## src/rtl/hcs_pkg.sv

```systemverilog
`timescale 1ns/1ps
package hcs_pkg;
  typedef enum logic [2:0] {
    S_IDLE  = 3'd0,
    S_WIN   = 3'd1,
    S_PAUSE = 3'd2,
    S_OVH   = 3'd3,
    S_EMIT  = 3'd4,
    S_SLOT  = 3'd5,
    S_DONE  = 3'd6
  } seq_state_t;
endpackage

```

## src/rtl/hcs_hitlatch.sv

```systemverilog
`timescale 1ns/1ps
// Accumulates stop flags during the acceptance span and retires
// one channel per accepted conversion.
module hcs_hitlatch #(
  parameter int NCH = 64,
  localparam int CIW = $clog2(NCH)
) (
  input  logic           clk,
  input  logic           rst_n,
  input  logic           clr_i,
  input  logic           capture_i,
  input  logic [NCH-1:0] hits_i,
  input  logic [NCH-1:0] act_mask_i,
  input  logic           consume_i,
  input  logic [CIW-1:0] consume_idx_i,
  output logic [NCH-1:0] pend_o
);
  logic [NCH-1:0] pend_q;
  logic [NCH-1:0] drop;
  logic [NCH-1:0] add;

  always_comb begin
    drop = '0;
    if (consume_i) drop[consume_idx_i] = 1'b1;
    add = capture_i ? (hits_i & act_mask_i) : '0;
  end

  always_ff @(posedge clk or negedge rst_n) begin
    if (!rst_n)     pend_q <= '0;
    else if (clr_i) pend_q <= '0;
    else            pend_q <= (pend_q | add) & ~drop;
  end

  assign pend_o = pend_q;
endmodule

```

## src/rtl/hcs_pick.sv

```systemverilog
`timescale 1ns/1ps
// Lowest-index selector over the pending mask.
module hcs_pick #(
  parameter int NCH = 64,
  localparam int CIW = $clog2(NCH)
) (
  input  logic [NCH-1:0] pend_i,
  output logic           any_o,
  output logic [CIW-1:0] idx_o
);
  always_comb begin
    any_o = |pend_i;
    idx_o = '0;
    for (int i = NCH - 1; i >= 0; i--) begin
      if (pend_i[i]) idx_o = CIW'(i);
    end
  end
endmodule

```

## src/rtl/hcs_ctrl.sv

```systemverilog
`timescale 1ns/1ps
// Event sequencing: window, optional pause wait, overhead, per-hit slots.
module hcs_ctrl
  import hcs_pkg::*;
#(
  parameter int NCH       = 64,
  parameter int GUARD_CYC = 9,
  parameter int FULL_CYC  = 20,
  parameter int OVH_CYC   = 2000,
  parameter int SLOT_CYC  = 500,
  localparam int CIW     = $clog2(NCH),
  localparam int ACW     = $clog2(NCH + 1),
  localparam int WIN_LEN = GUARD_CYC + FULL_CYC,
  localparam int MAXA    = (WIN_LEN > OVH_CYC) ? WIN_LEN : OVH_CYC,
  localparam int MAXC    = (MAXA > SLOT_CYC) ? MAXA : SLOT_CYC,
  localparam int CNTW    = $clog2(MAXC + 1)
) (
  input  logic           clk,
  input  logic           rst_n,
  input  logic           start_i,
  input  logic           pause_en_i,
  input  logic           pause_i,
  input  logic           fclr_i,
  input  logic           buf_full_i,
  input  logic           any_i,
  input  logic [CIW-1:0] idx_i,
  input  logic           ready_i,
  output logic           clr_o,
  output logic           capture_o,
  output logic           consume_o,
  output logic           valid_o,
  output logic [CIW-1:0] ch_o,
  output logic           cip_o,
  output logic           done_o,
  output logic [ACW-1:0] nhit_o
);
  seq_state_t     state_q, state_d;
  logic [CNTW-1:0] cnt_q, cnt_d;
  logic [CIW-1:0]  ch_q, ch_d;
  logic [ACW-1:0]  nhit_q, nhit_d;
  logic            pause_q;
  logic            clear_ok;

  assign clear_ok = fclr_i && !buf_full_i;

  always_comb begin
    state_d   = state_q;
    cnt_d     = cnt_q;
    ch_d      = ch_q;
    nhit_d    = nhit_q;
    capture_o = 1'b0;
    consume_o = 1'b0;
    unique case (state_q)
      S_IDLE: begin
        if (start_i) begin
          state_d = S_WIN;
          cnt_d   = '0;
          nhit_d  = '0;
        end
      end
      S_WIN: begin
        capture_o = (cnt_q >= CNTW'(GUARD_CYC));
        if (cnt_q == CNTW'(WIN_LEN - 1)) begin
          cnt_d   = '0;
          state_d = pause_en_i ? S_PAUSE : S_OVH;
        end else begin
          cnt_d = cnt_q + CNTW'(1);
        end
      end
      S_PAUSE: begin
        if (pause_q && !pause_i) begin
          state_d = S_OVH;
          cnt_d   = '0;
        end
      end
      S_OVH: begin
        if (cnt_q == CNTW'(OVH_CYC - 1)) begin
          cnt_d = '0;
          if (any_i) begin
            state_d = S_EMIT;
            ch_d    = idx_i;
          end else begin
            state_d = S_DONE;
          end
        end else begin
          cnt_d = cnt_q + CNTW'(1);
        end
      end
      S_EMIT: begin
        if (ready_i) begin
          consume_o = 1'b1;
          nhit_d    = nhit_q + ACW'(1);
          state_d   = S_SLOT;
          cnt_d     = '0;
        end
      end
      S_SLOT: begin
        if (cnt_q == CNTW'(SLOT_CYC - 2)) begin
          cnt_d = '0;
          if (any_i) begin
            state_d = S_EMIT;
            ch_d    = idx_i;
          end else begin
            state_d = S_DONE;
          end
        end else begin
          cnt_d = cnt_q + CNTW'(1);
        end
      end
      S_DONE:  state_d = S_IDLE;
      default: state_d = S_IDLE;
    endcase
    if (clear_ok) begin
      state_d = S_IDLE;
      cnt_d   = '0;
    end
  end

  always_ff @(posedge clk or negedge rst_n) begin
    if (!rst_n) begin
      state_q <= S_IDLE;
      cnt_q   <= '0;
      ch_q    <= '0;
      nhit_q  <= '0;
      pause_q <= 1'b0;
    end else begin
      state_q <= state_d;
      cnt_q   <= cnt_d;
      ch_q    <= ch_d;
      nhit_q  <= nhit_d;
      pause_q <= pause_i;
    end
  end

  assign clr_o   = (state_q == S_IDLE);
  assign valid_o = (state_q == S_EMIT);
  assign ch_o    = ch_q;
  assign cip_o   = (state_q == S_OVH) || (state_q == S_EMIT) || (state_q == S_SLOT);
  assign done_o  = (state_q == S_DONE);
  assign nhit_o  = nhit_q;
endmodule

```

## src/rtl/hit_conv_seq.sv

```systemverilog
`timescale 1ns/1ps
module hit_conv_seq #(
  parameter int NCH       = 64,
  parameter int GUARD_CYC = 9,
  parameter int FULL_CYC  = 20,
  parameter int OVH_CYC   = 2000,
  parameter int SLOT_CYC  = 500,
  localparam int CIW = $clog2(NCH),
  localparam int ACW = $clog2(NCH + 1)
) (
  input  logic           clk,
  input  logic           rst_n,
  input  logic           start_i,
  input  logic [NCH-1:0] hit_mask_i,
  input  logic [ACW-1:0] active_ch_i,
  input  logic           pause_en_i,
  input  logic           pause_i,
  input  logic           fclr_i,
  input  logic           buf_full_i,
  output logic           conv_valid_o,
  input  logic           conv_ready_i,
  output logic [CIW-1:0] conv_ch_o,
  output logic           cip_o,
  output logic           done_o,
  output logic [ACW-1:0] done_hits_o,
  output logic           done_empty_o
);
  logic [NCH-1:0] act_mask;
  logic [NCH-1:0] pend;
  logic           any_pend;
  logic [CIW-1:0] pick_idx;
  logic           clr, capture, consume;
  logic [ACW-1:0] nhit;

  for (genvar g = 0; g < NCH; g++) begin : g_act
    assign act_mask[g] = (ACW'(g) < active_ch_i);
  end

  hcs_hitlatch #(.NCH(NCH)) u_latch (
    .clk(clk), .rst_n(rst_n), .clr_i(clr), .capture_i(capture),
    .hits_i(hit_mask_i), .act_mask_i(act_mask), .consume_i(consume),
    .consume_idx_i(conv_ch_o), .pend_o(pend)
  );

  hcs_pick #(.NCH(NCH)) u_pick (
    .pend_i(pend), .any_o(any_pend), .idx_o(pick_idx)
  );

  hcs_ctrl #(
    .NCH(NCH), .GUARD_CYC(GUARD_CYC), .FULL_CYC(FULL_CYC),
    .OVH_CYC(OVH_CYC), .SLOT_CYC(SLOT_CYC)
  ) u_ctrl (
    .clk(clk), .rst_n(rst_n), .start_i(start_i), .pause_en_i(pause_en_i),
    .pause_i(pause_i), .fclr_i(fclr_i), .buf_full_i(buf_full_i),
    .any_i(any_pend), .idx_i(pick_idx), .ready_i(conv_ready_i),
    .clr_o(clr), .capture_o(capture), .consume_o(consume),
    .valid_o(conv_valid_o), .ch_o(conv_ch_o), .cip_o(cip_o),
    .done_o(done_o), .nhit_o(nhit)
  );

  assign done_hits_o  = nhit;
  assign done_empty_o = done_o && (nhit == '0);
endmodule

```

## config.mk

```make
export PLATFORM = sky130hd
export DESIGN_NAME = hit_conv_seq
export DESIGN_NICKNAME = d
export VERILOG_FILES = /design/src/rtl/hcs_pkg.sv /design/src/rtl/hcs_hitlatch.sv /design/src/rtl/hcs_pick.sv /design/src/rtl/hcs_ctrl.sv /design/src/rtl/hit_conv_seq.sv
export SDC_FILE = /design/constraint.sdc
export NUM_CORES = 1
export LEC_CHECK = 0
export BUFFER_PORTS_ARGS = -buffer_cell sky130_fd_sc_hd__buf_2
export CORE_MARGIN = 2
export CORE_UTILIZATION = 40
export DETAILED_ROUTE_END_ITERATION = 8
export REMOVE_ABC_BUFFERS = 1
export SLEW_MARGIN = 10
export SYNTH_ARGS = -nofsm -noshare
export SYNTH_HDL_FRONTEND = slang
export SYNTH_SLANG_ARGS = --single-unit
```

## constraint.sdc

```tcl
create_clock -name clk -period 2.3 [get_ports clk]
set_input_delay 0.115 -clock clk [delete_from_list [all_inputs] [get_ports clk]]
set_output_delay 0.115 -clock clk [all_outputs]
set_load 0.03 [all_outputs]
```

* After elaboration in Yosys (flattened, before gate mapping)
Index checks and enable logic that the tools add are counted.
Widths: inputs -> output; s select.
** Word-level totals
- Logic and storage cells :: 213
- Input port bits :: 79
- Register bits after elaboration :: 92
- Output and inout bits :: 17
** Operators by class
- Muxes and demuxes :: 97
- Add/subtract/negate cells :: 2
- Reduce and logical (&&, ||, !) cells :: 18
- Bitwise gates (word level) :: 4
- $lt $le $gt $ge :: 67
- Equal/unequal tests :: 19
** Operator list (count)
- $mux 6 :: 67
- $lt 6x7->1 const A :: 32
- $mux 64 :: 3
- $and 64x64->64 :: 2
- $lt 5x7->1 const A :: 16
- $mux 11 :: 7
- $pmux 11 s6 :: 1
- $not 64->64 :: 1
- $or 64x64->64 :: 1
- $reduce_or 64->1 :: 1
- $lt 4x7->1 const A :: 8
- $lt 3x7->1 const A :: 4
- $mux 3 :: 7
- $pmux 3 s6 :: 1
- $ne 3x1->1 const B :: 5
- $lt 1x7->1 const A :: 2
- $lt 2x7->1 const A :: 2
- $mux 7 :: 2
- $pmux 7 s2 :: 1
- $pmux 6 s2 :: 1
- $add 11x1->11 const B :: 1
- $eq 11x11->1 const B :: 1
- $eq 11x5->1 const B :: 1
- $eq 11x9->1 const B :: 1
- 23 further kinds :: 39

* Depth between registers and ports, before layout
Gate-level depths: netlist of the first run.
- Depth in word-level cells :: 67
- Depth in mapped cells :: 9

* Modules after synthesis
From an unflattened synthesis of the first run, not the netlist that was laid out.
** Second synthesis, totals
- Cell total of the unflattened synthesis :: 681
- Area total of the unflattened synthesis :: 6059.6 um2
** By module, submodules not included
- hcs_hitlatch :: cells each 245, sequential area each 1601.5 um2, area each 2871.5 um2, instances 1
- hcs_ctrl :: cells each 175, sequential area each 700.7 um2, area each 1677.9 um2, instances 1
- hcs_pick :: cells each 145, sequential area each 0.0 um2, area each 887.1 um2, instances 1
- hit_conv_seq :: cells each 116, sequential area each 0.0 um2, area each 623.1 um2, instances 1

* Worst setup path after synthesis of the first run
OpenSTA, ideal clock, no wires.
- Path kind :: register -> register
- From :: register u_ctrl.state_q[0]
- To :: register u_latch.pend_q[15], in the netlist u_latch.pend_o[15]
- Slack :: 0.105 ns
- Data arrival time :: 2.040 ns
- Data required time :: 2.145 ns
- Cell stages (with the launch flop) :: 8
- Path buffers :: 3
- Cells stage by stage :: dfrtp_1 -> buf_2 -> buf_4 -> nor2_1 -> nand2_1 -> clkbuf_1 -> nor2_1 -> a211oi_1
** Between the ends
- Cells in the longest elaborated chain, start to end :: 6
** Ends and longest elaborated chain
- start, declared :: line hcs_ctrl.sv:37 : seq_state_t state_q, state_d;
- start signal, assigned :: line hcs_ctrl.sv:127 : state_q <= state_d;
- $eq 3x3->1
- net conv_valid_o :: line hit_conv_seq.sv:20 : output logic conv_valid_o,
- $mux 1 :: line hcs_ctrl.sv:53 : unique case (state_q)
- $mux 64 :: line hcs_hitlatch.sv:24 : if (consume_i) drop[consume_idx_i] = 1'b1;
- $not 64->64 :: line hcs_hitlatch.sv:31 : else pend_q <= (pend_q | add) & ~drop;
- $and 64x64->64 :: line hcs_hitlatch.sv:31
- $mux 64 :: line hcs_hitlatch.sv:30 : else if (clr_i) pend_q <= '0;
- end signal, assigned :: line hcs_hitlatch.sv:31
- end, declared :: line hcs_hitlatch.sv:18 : logic [NCH-1:0] pend_q;
The timed path passes the listed nets, and every way through them passes these cells.
A chain may end at the register's enable or synchronous reset.

* Worst setup path in the final report of the first run
- From :: register u_latch.pend_q[20], in the netlist u_latch.pend_o[20]
- To :: register u_ctrl.ch_q[5], in the netlist u_ctrl.ch_o[5]
** Between the ends
- Cells in the longest elaborated chain, start to end :: 24
** Ends and longest elaborated chain
- $mux 6 (21 in series) :: line hcs_pick.sv:15 : if (pend_i[i]) idx_o = CIW'(i);
- $mux 6 (*) :: line hcs_ctrl.sv:79, hcs_ctrl.sv:100
- $mux 6, on equally long branches :: line hcs_ctrl.sv:98, hcs_ctrl.sv:77
- $pmux 6 s2 (*) :: line hcs_ctrl.sv:53
- end signal, assigned :: line hcs_ctrl.sv:129 : ch_q <= ch_d;
- end, declared :: line hcs_ctrl.sv:39 : logic [CIW-1:0] ch_q, ch_d;
Every way passes the cells marked *; elsewhere a longest branch is shown, timed or not. The select of a mux whose other input is x is not followed.

==> impl_results.md, run 1 <==
- Run status: finished, final reports clean
- Final Max Slew Viols: 0
- Count of yosys warnings during synthesis: 0
- Non-filler cells, final: 1001
- Final Cycle Share: 0.962
- Initial antenna violation count: 0
- RSZ-0062 raised after global routing: no
- Sequential group share of total power: 0.384
- Largest net degree at the start of global routing: 49
- Final setup TNS: 0 ns
- Total die area: 15700 um^2
- N_diodes: 0
- Layout Skew: 0.00667 ns
- Net Sw Power: 0.00167 W
- Measured slew at the worst slew-check pin: 0.775 ns
- Syn Area/Cell: 8.79 um^2
- H-tree depth: 3
- Busiest grt layer: met2
- CP Class: reg2reg
- Vias per cell: 6.29
- Clock Tree Root: clkbuf_16
- Clock power share: 0.311
- Port Buf Inserts: 95
- Comb power frac: 0.305
- Routed WL: 22.0 mm
- CP Launch Point: u_latch.pend_o[20]
- Commonest non-fill, non-tap cell in the layout: buf_2
- Setup Buffers After CTS: 0
- Final setup violation count: 0
- HP Class: in2reg
- Clk_lat worst skew: 0.35 ns
- Hold_sp: buf_full_i
- Routability cong.: 0.939
- MaxCap Viol Count: 0
- Met3 GRT Util: 0.0642
- GRT Util Overall: 0.277
- Die height: 125 um
- Die Span X: 125 um
- Post-route DRC: 0
- Initial drt markers: 641
- CTS sink count: 92
- Commonest cells after routing, fill and taps aside: buf_2, dfrtp_1, nor2_1, buf_4, nand2_1
- Relative slew margins: 0.481
- FMAX: 0.452 GHz
- Worst R2R Start: u_latch.pend_o[20]
- CP Max Fanout: 8
- Drt wl/cell: 22.0 um
- Power density cells: 637 nW/um^2
- Post-synth EDFFs: 0
- Worst setup margin: 0.0866 ns
- Vias post-DR: 6301
- Vias in the first global route: 5955
- Placed insts: 984
- Tot Pwr: 0.00468 W
- Sequential fraction of the synthesis area: 0.392
- Nets@finish: 899
- Flops & latches, synth: 92
- CTS buffer count: 9
- Hpwl dp: 16.1 mm
- Commonest register cell after synthesis: dfrtp_1
- First-pass DRT Iterations: 5
- Initial core utilization: 0.407
- Hold Fails Final Rpt: 0
- Syn Inst Count: 668
- Met1 usage: 0.395
- Post-Syn Area: 5870 um^2
- CP required: 2.53 ns
- Crit path DAT: 2.45 ns
- Share of layout cells above drive strength 1: 0.262
- Hold WS: 0.0172 ns
- VDD IR max: 0.482 mV
- First-pass GRT wire length: 33.7 mm
- Antenna-violating nets left: 0
- GR Overflow Total: 0
- Internal power: 0.00302 W
- Lkg Pwr: 3.25 nW
- Row count: 44
- Crit end category: flop
- Place WS: -0.0103 ns
- CTS tree: done
- Syn-to-layout area delta: 25.1%
- Crit start category: flop
- Met2 Use GR: 0.413
- Longest Clk Path Bufs: 2
- Netlist cell types: 74
- Ports: 96
- Net switching fraction of the power: 0.356
- Post-synth ARST share: 1.00
- CORE AREA: 14400 um^2
- Clock transition at the registers of the reported paths: 0.06 ns
- Crit path time final: 2.21 ns
## logic make-up (layout without fill, tap and decap cells)
| group | after synthesis | after routing | synth area share |
|---|---|---|---|
| compound gates | 224 | 224 | 0.274 |
| fa+ha+maj | 6 | 6 | 0.0128 |
| xor+xnor | 4 | 4 | 0.00597 |
| buf+inv | 53 | 202 | 0.0377 |
| mux | 4 | 4 | 0.00724 |
| simple gates | 285 | 285 | 0.270 |
| flops | 92 | 92 | 0.392 |
## power by group through the flow
| stage | clock, W | sequential [W] | combinational (W) |
|---|---|---|---|
| 6_report | 0.00146 | 0.00180 | 0.00143 |
| 5_1_grt | 0.00154 | 0.00181 | 0.00154 |
| 4_1_cts | 0.00147 | 0.00179 | 0.00141 |
| 3_5_place_dp | 0 | 0.00182 | 0.00140 |
| 3_3_place_gp | 0 | 0.00182 | 0.00139 |
| 2_1_floorplan | 0 | 0.00185 | 0.000766 |
## metal layers
layer,part of all wire,vias to the layer above
li1,-,2865
met2,0.44,323
met4,0.026,0
met3,0.087,49
met5,0,-
met1,0.44,3064
## worst max-delay path: stages (launching register included)
cell and delay, ns:
dfrtp_1 0.41, or4_1 0.65, nor4_4 0.34, nand4b_4 0.19, nand3_4 0.14, mux2_2 0.35
## flip-flops by register name, indices dropped and copies added, names as in the netlist
signal,flops
u_ctrl.nhit_o,7
u_latch.pend_o,64
u_ctrl.state_q,3
u_ctrl.ch_o,6
u_ctrl.cnt_q,11
u_ctrl.pause_q,1
## worst paths after layout
kind | to | slack (ns) | cells after the start
max | u_ctrl.ch_o[5] | 0.09 | 5
min | u_ctrl.state_q[2] | 0.02 | 3
max reg2reg | u_ctrl.ch_o[5] | 0.09 | 5
min reg2reg | u_ctrl.nhit_o[0] | 0.55 | 1
max in group asynchronous | u_ctrl.cnt_q[9] | 1.34 | 3
min in group asynchronous | u_latch.pend_o[37] | 0.37 | 2
## cells in the mapped netlist, drive strengths merged, types with 6 or more instances
master  number  area share
nor3b        8       0.013
o31ai        7      0.0089
a221oi       6      0.0089
a211oi      42       0.054
nand2       61       0.041
a31oi       44       0.047
inv         18       0.012
dfrtp       92        0.39
a21o         8       0.010
nor4        22       0.031
nand2b      16       0.017
nor2        72       0.046
or4         14       0.020
a21oi       28       0.024
nor3        29       0.026
o21ai       39       0.034
or3          6      0.0064
buf         12       0.012
clkbuf      23       0.015
nand3       18       0.017
ha           6       0.013
o221a       15       0.029
nand4        7      0.0075
## through the flow
stage	util	instance area (um^2)
2_1_floorplan	-	5720
3_3_place_gp	0.486	7010
6_report	0.509	7350
4_1_cts	0.507	7320
3_5_place_dp	0.486	7010
5_1_grt	0.509	7350
## cell type report
| class | count | area, um^2 |
|---|---|---|
| fill | 1406 | 7080 |
| multi-input combinational | 523 | 3380 |
| sequential | 92 | 2300 |
| timing repair buffer | 170 | 1090 |
| clock buffer | 13 | 270 |
| tap | 184 | 230 |
| inverter | 18 | 67.6 |
| clock inverter | 1 | 7.51 |
## repair_timing
item	in CTS	in global routing
pin swaps	0	2
hold endpoints to repair	48	0
endpoints found under the setup margin	1	28
hold buffers	3	0
gates resized for setup	1	8
No activity file was read; power rests on OpenSTA's default activity.
==> run 2, diff against run 1 <==
ABC_AREA = 1   (was default)
==> impl_results.md, run 2 <==
- Run status: finished, violations left
- Failing checks: setup timing
- MaxCap Viol Count: 0
- Lkg Pwr: 3.67 nW
- Measured slew at the worst slew-check pin: 0.666 ns
- Largest area contributor in the netlist: dfrtp_1
- Die Span X: 123 um
- N_diodes: 0
- Post-synth ARST share: 1.00
- Crit start category: flop
- Syn Inst Count: 776
- VDD IR max: 0.400 mV
- Vias in the first global route: 6014
- HP Class: in2reg
- Longest Clk Path Bufs: 2
- Relative slew margins: 0.554
- Sequential fraction of the synthesis area: 0.404
- Net switching fraction of the power: 0.403
- CTS sink count: 92
- FMAX: 0.272 GHz
- Routed WL: 19.3 mm
- CP Class: reg2reg
- First-pass GRT wire length: 30.3 mm
- First-pass DRT Iterations: 5
- Netlist cell types: 33
- Total die area: 15200 um^2
- Worst R2R Start: u_latch.pend_o[61]
- Vias post-DR: 6152
- GR Overflow Total: 0
- CTS tree: done
- Antenna-violating nets left: 0
- Clk_lat worst skew: 0.35 ns
- CP Max Fanout: 2
- Top cell type's share of synthesized area: 0.404
- Multi-input gate area: 2810 um^2
- Clock Tree Root: clkbuf_16
- Cells on worst reg2reg path: 64
- Placed insts: 1099
- Hpwl dp: 14.4 mm
- Share of layout cells above drive strength 1: 0.233
- Flops & latches, synth: 92
- Comb power frac: 0.357
- Worst setup margin: -1.37 ns
- Power density cells: 738 nW/um^2
- GRT Util Overall: 0.263
- Most used cell, CP: nand2_1
- Max incr delay on CP: 0.39 ns
- Die height: 123 um
- Nets@finish: 1025
- Top-count cell post-synth: nand2_1
- Storage cell area: 2300 um^2
- H-tree depth: 3
- Place WS: -1.31 ns
- CP required: 2.54 ns
- Port Buf Inserts: 95
- Row count: 43
- Final Cell Area: 7330 um^2
- Count of yosys warnings during synthesis: 0
- Max reg flops: 64
- Final Cycle Share: 1.60
- Dpl cell area: 6820 um^2
- Syn-to-layout area delta: 28.6%
- Sequential group share of total power: 0.351
- Synth area leaders: dfrtp_1, nand2_1, a221oi_1
- Initial drt markers: 488
- Crit path time final: 3.67 ns
- Post-route DRC: 0
- Crit path DAT: 3.92 ns
- CTS buffer count: 9
- Hold WS: 0.0240 ns
- Layout Skew: 0.00697 ns
- Internal power: 0.00323 W
- Initial antenna violation count: 0
- CP Launch Point: u_latch.pend_o[61]
- Commonest cells after routing, fill and taps aside: nand2_1, inv_1, buf_2, dfrtp_1, nor2_1
- Ports: 96
- Clock transition at the registers of the reported paths: 0.07 ns
- Final setup TNS: -1.87 ns
- Post-Syn Area: 5700 um^2
- Commonest non-fill, non-tap cell in the layout: nand2_1
- Net Sw Power: 0.00218 W
- Slowest cell on crit path: dfrtp_1
- Drt wl/cell: 17.2 um
- Clock power share: 0.292
- Hold path cells: 3
- Routability cong.: 0.913
- Number of fill cells: 1378
- Syn Area/Cell: 7.35 um^2
- Crit end category: flop
- Largest net degree at the start of global routing: 61
- RSZ-0062 raised after global routing: yes
- Hold Fails Final Rpt: 0
- Final Max Slew Viols: 0
- Commonest register cell after synthesis: dfrtp_1
- Final setup violation count: 2
- Hold_sp: hit_mask_i[39]
- Top cells by count, synth: nand2_1, inv_1, dfrtp_1
- Vias per cell: 5.47
- CORE AREA: 13900 um^2
- Non-filler cells, final: 1125
- Post-synth EDFFs: 0
- Initial core utilization: 0.411
==> run 2: cell types whose count changed in the layout (fill, tap and decap cells not counted), moves of 16 or more <==
| cell | change |
|---|---|
| a221oi_1 | +51 |
| nand2b_1 | -16 |
| nand2_1 | +132 |
| inv_1 | +100 |
| nand3_1 | +39 |
| a211oi_1 | -41 |
| a31oi_1 | -38 |
| a21oi_1 | -16 |
==> run 2: worst max-delay path: cells and delay by family (launching register included) <==
| family | cells | cell delay, ns |
|---|---|---|
| and+or+nand+nor | 63 | 3.14 |
| DFF | 1 | 0.39 |
| buffers and inverters | 1 | 0.06 |
==> run 2: cells by family after synthesis <==
| group | Yosys count | synth area share |
|---|---|---|
| AND/OR/NAND/NOR | 385 | 0.280 |
| buffers and inverters | 150 | 0.125 |
| AO/OA/AOI/OAI | 143 | 0.178 |
| flip-flops | 92 | 0.404 |
| adder cells (fa/ha/maj) | 6 | 0.0132 |
==> run 2: final cells by class <==
type                       instances  area share
multi-input combinational        534       0.383
sequential                        92       0.314
timing repair buffer             166       0.140
inverter                         137      0.0894
clock buffer                      10      0.0326
tap                              180      0.0307
clock inverter                     6     0.00972
==> run 2: layer usage <==
metal / vias to the layer above / global-route usage / share of wire
met4: 0 / 0.104 / 0.025
met2: 251 / 0.413 / 0.46
met1: 2921 / 0.360 / 0.45
li1: 2944 / - / -
met5: - / 0 / 0
met3: 36 / 0.0443 / 0.068
==> run 2: path summary, 6_finish.rpt <==
check / endpoint / slack [ns]
worst min-delay path: u_latch.pend_o[39] / 0.02
worst min register to register: u_ctrl.cnt_q[6] / 0.55
max in group asynchronous: u_latch.pend_o[10] / 1.36
worst max-delay path: u_ctrl.ch_o[0] / -1.37
min in group asynchronous: u_latch.pend_o[57] / 0.26
worst max register to register: u_ctrl.ch_o[0] / -1.37
==> run 2: through the flow <==
step,utilization,power (W)
floorplan,-,0.00289
global placement,0.492,0.00366
detailed placement,0.492,0.00369
CTS,0.517,0.00527
global route,0.528,0.00570
finish,0.528,0.00542
==> run 2: power groups by stage <==
stage | registers (W) | logic (W) | clock network (W)
6_report | 0.00190 | 0.00193 | 0.00158
5_1_grt | 0.00192 | 0.00212 | 0.00166
4_1_cts | 0.00189 | 0.00178 | 0.00160
3_5_place_dp | 0.00192 | 0.00177 | 0
3_3_place_gp | 0.00192 | 0.00175 | 0
2_1_floorplan | 0.00199 | 0.000895 | 0
==> run 2: timing repair <==
action	in CTS	in global routing
endpoints found under the setup margin	10	60
hold endpoints to repair	33	0
hold buffers	2	0
setup buffers	2	7
resized for setup	7	26
pin swaps	5	12
==> run 3, diff against run 2 <==
CORE_ASPECT_RATIO = 0.75   (was default)
GPL_TIMING_DRIVEN = 0   (was default)
==> impl_results.md, run 3 (synthesized netlist as in run 2, its figures left out) <==
- N_diodes: 0
- Clk_lat worst skew: 0.35 ns
- Initial core utilization: 0.412
- Initial antenna violation count: 0
- First-pass DRT Iterations: 5
- Measured slew at the worst slew-check pin: 1.02 ns
- CP Class: reg2reg
- Layout Skew: 0.00713 ns
- CTS sink count: 92
- Largest net degree at the start of global routing: 52
- Final Cell Area: 6950 um^2
- Final Cycle Share: 1.69
- Commonest non-fill, non-tap cell in the layout: nand2_1
- Hold WS: 0.0385 ns
- Drt wl/cell: 18.4 um
- GRT Util Overall: 0.261
- Slowest cell on crit path: dfrtp_1
- Crit path DAT: 4.13 ns
- Port Buf Inserts: 95
- Longest Clk Path Bufs: 2
- HP Class: in2reg
- Post-route DRC: 0
- Routability cong.: 0.885
- Max reg flops: 64
- First-pass GRT wire length: 30.2 mm
- Die height: 107 um
- Failing checks: setup timing
- Most used cell, CP: nand2_1
- Routed WL: 19.6 mm
- Placed insts: 1038
- RSZ-0062 raised after global routing: yes
- Clock transition at the registers of the reported paths: 0.07 ns
- Tot Pwr: 0.00528 W
- Crit start category: flop
- Max incr delay on CP: 0.39 ns
- Total die area: 15200 um^2
- Antenna-violating nets left: 0
- Nets@finish: 970
- Dpl cell area: 6450 um^2
- Vias post-DR: 5983
- Initial drt markers: 495
- Share of layout cells above drive strength 1: 0.189
- Hold Fails Final Rpt: 0
- Crit end category: flop
- CORE AREA: 13800 um^2
- Die Span X: 142 um
- H-tree depth: 3
- Final setup violation count: 3
- Row count: 37
- Ports: 96
- Syn-to-layout area delta: 21.9%
- CTS buffer count: 9
- CTS tree: done
- Number of fill cells: 1377
- Place WS: -1.49 ns
- MaxCap Viol Count: 0
- GR Overflow Total: 0
- VDD IR max: 0.451 mV
- FMAX: 0.257 GHz
- Hpwl dp: 14.4 mm
- Final Max Slew Viols: 0
- Non-filler cells, final: 1065
- CP required: 2.54 ns
- Vias in the first global route: 5579
- Relative slew margins: 0.312
- Crit path time final: 3.89 ns
- Power density cells: 760 nW/um^2
- Vias per cell: 5.62
- Commonest cells after routing, fill and taps aside: nand2_1, inv_1, buf_2, dfrtp_1, nor2_1
- CP Max Fanout: 2
- Worst setup margin: -1.59 ns
- Clock Tree Root: clkbuf_16
- Lkg Pwr: 3.42 nW
- Run status: finished, violations left
-- run 3: routing by layer --
metal  track usage  wire length, um  part of all wire
met1         0.388             9230              0.47
met2         0.378             8230              0.42
met3        0.0574             1710             0.088
met4        0.0764              388             0.020
met5             0                0                 0
-- run 3: worst max-delay path, delay by kind of cell, from the launching register on --
kind / cells / cell delay (ns)
AND/OR/NAND/NOR: 64 / 3.41
flip-flops: 1 / 0.39
-- run 3: path summary, 6_finish.rpt --
path	cells after the start	from	endpoint	slack (ns)
max in group asynchronous	3	rst_n	u_ctrl.state_q[2]	1.33
worst min-delay path	3	hit_mask_i[55]	u_latch.pend_o[55]	0.04
min in group asynchronous	2	rst_n	u_ctrl.cnt_q[5]	0.30
worst min register to register	1	u_ctrl.cnt_q[7]	u_ctrl.cnt_q[7]	0.54
worst max-delay path	64	u_latch.pend_o[63]	u_ctrl.ch_o[0]	-1.59
worst max register to register	64	u_latch.pend_o[63]	u_ctrl.ch_o[0]	-1.59
-- run 3: what timing repair did --
item,CTS,global route
setup buffers,6,2
setup endpoints to repair,60,41
endpoints found under the hold margin,42,0
gates cloned,1,0
resized for setup,21,18
hold buffers,2,0
pin swaps,5,3
-- run 3: per-stage QoR --
stage,util,setup TNS [ns]
final,0.502,-2.06
after CTS,0.496,-1.92
after detailed placement,0.466,-27.16
after floorplan,-,-54.63
after global routing,0.502,-3.79
after global placement,0.458,-178.30
-- run 3: cell type report --
type / count / area [um^2] / area share
Clock buffer: 11 / 233 / 0.0335
Clock inverter: 5 / 52.6 / 0.00756
Inverter: 137 / 667 / 0.0960
Multi-Input combinational cell: 535 / 2840 / 0.408
Sequential cell: 92 / 2300 / 0.332
Tap cell: 175 / 219 / 0.0315
Timing Repair Buffer: 110 / 636 / 0.0915
-- run 3: where the power goes --
group          switching, W  total [W]  internal, W  leakage (nW)
combinational       0.00137    0.00189     0.000517          2.01
clock              0.000644    0.00148     0.000838         0.139
sequential         0.000185    0.00191      0.00173          1.27
total               0.00220    0.00528      0.00308          3.42
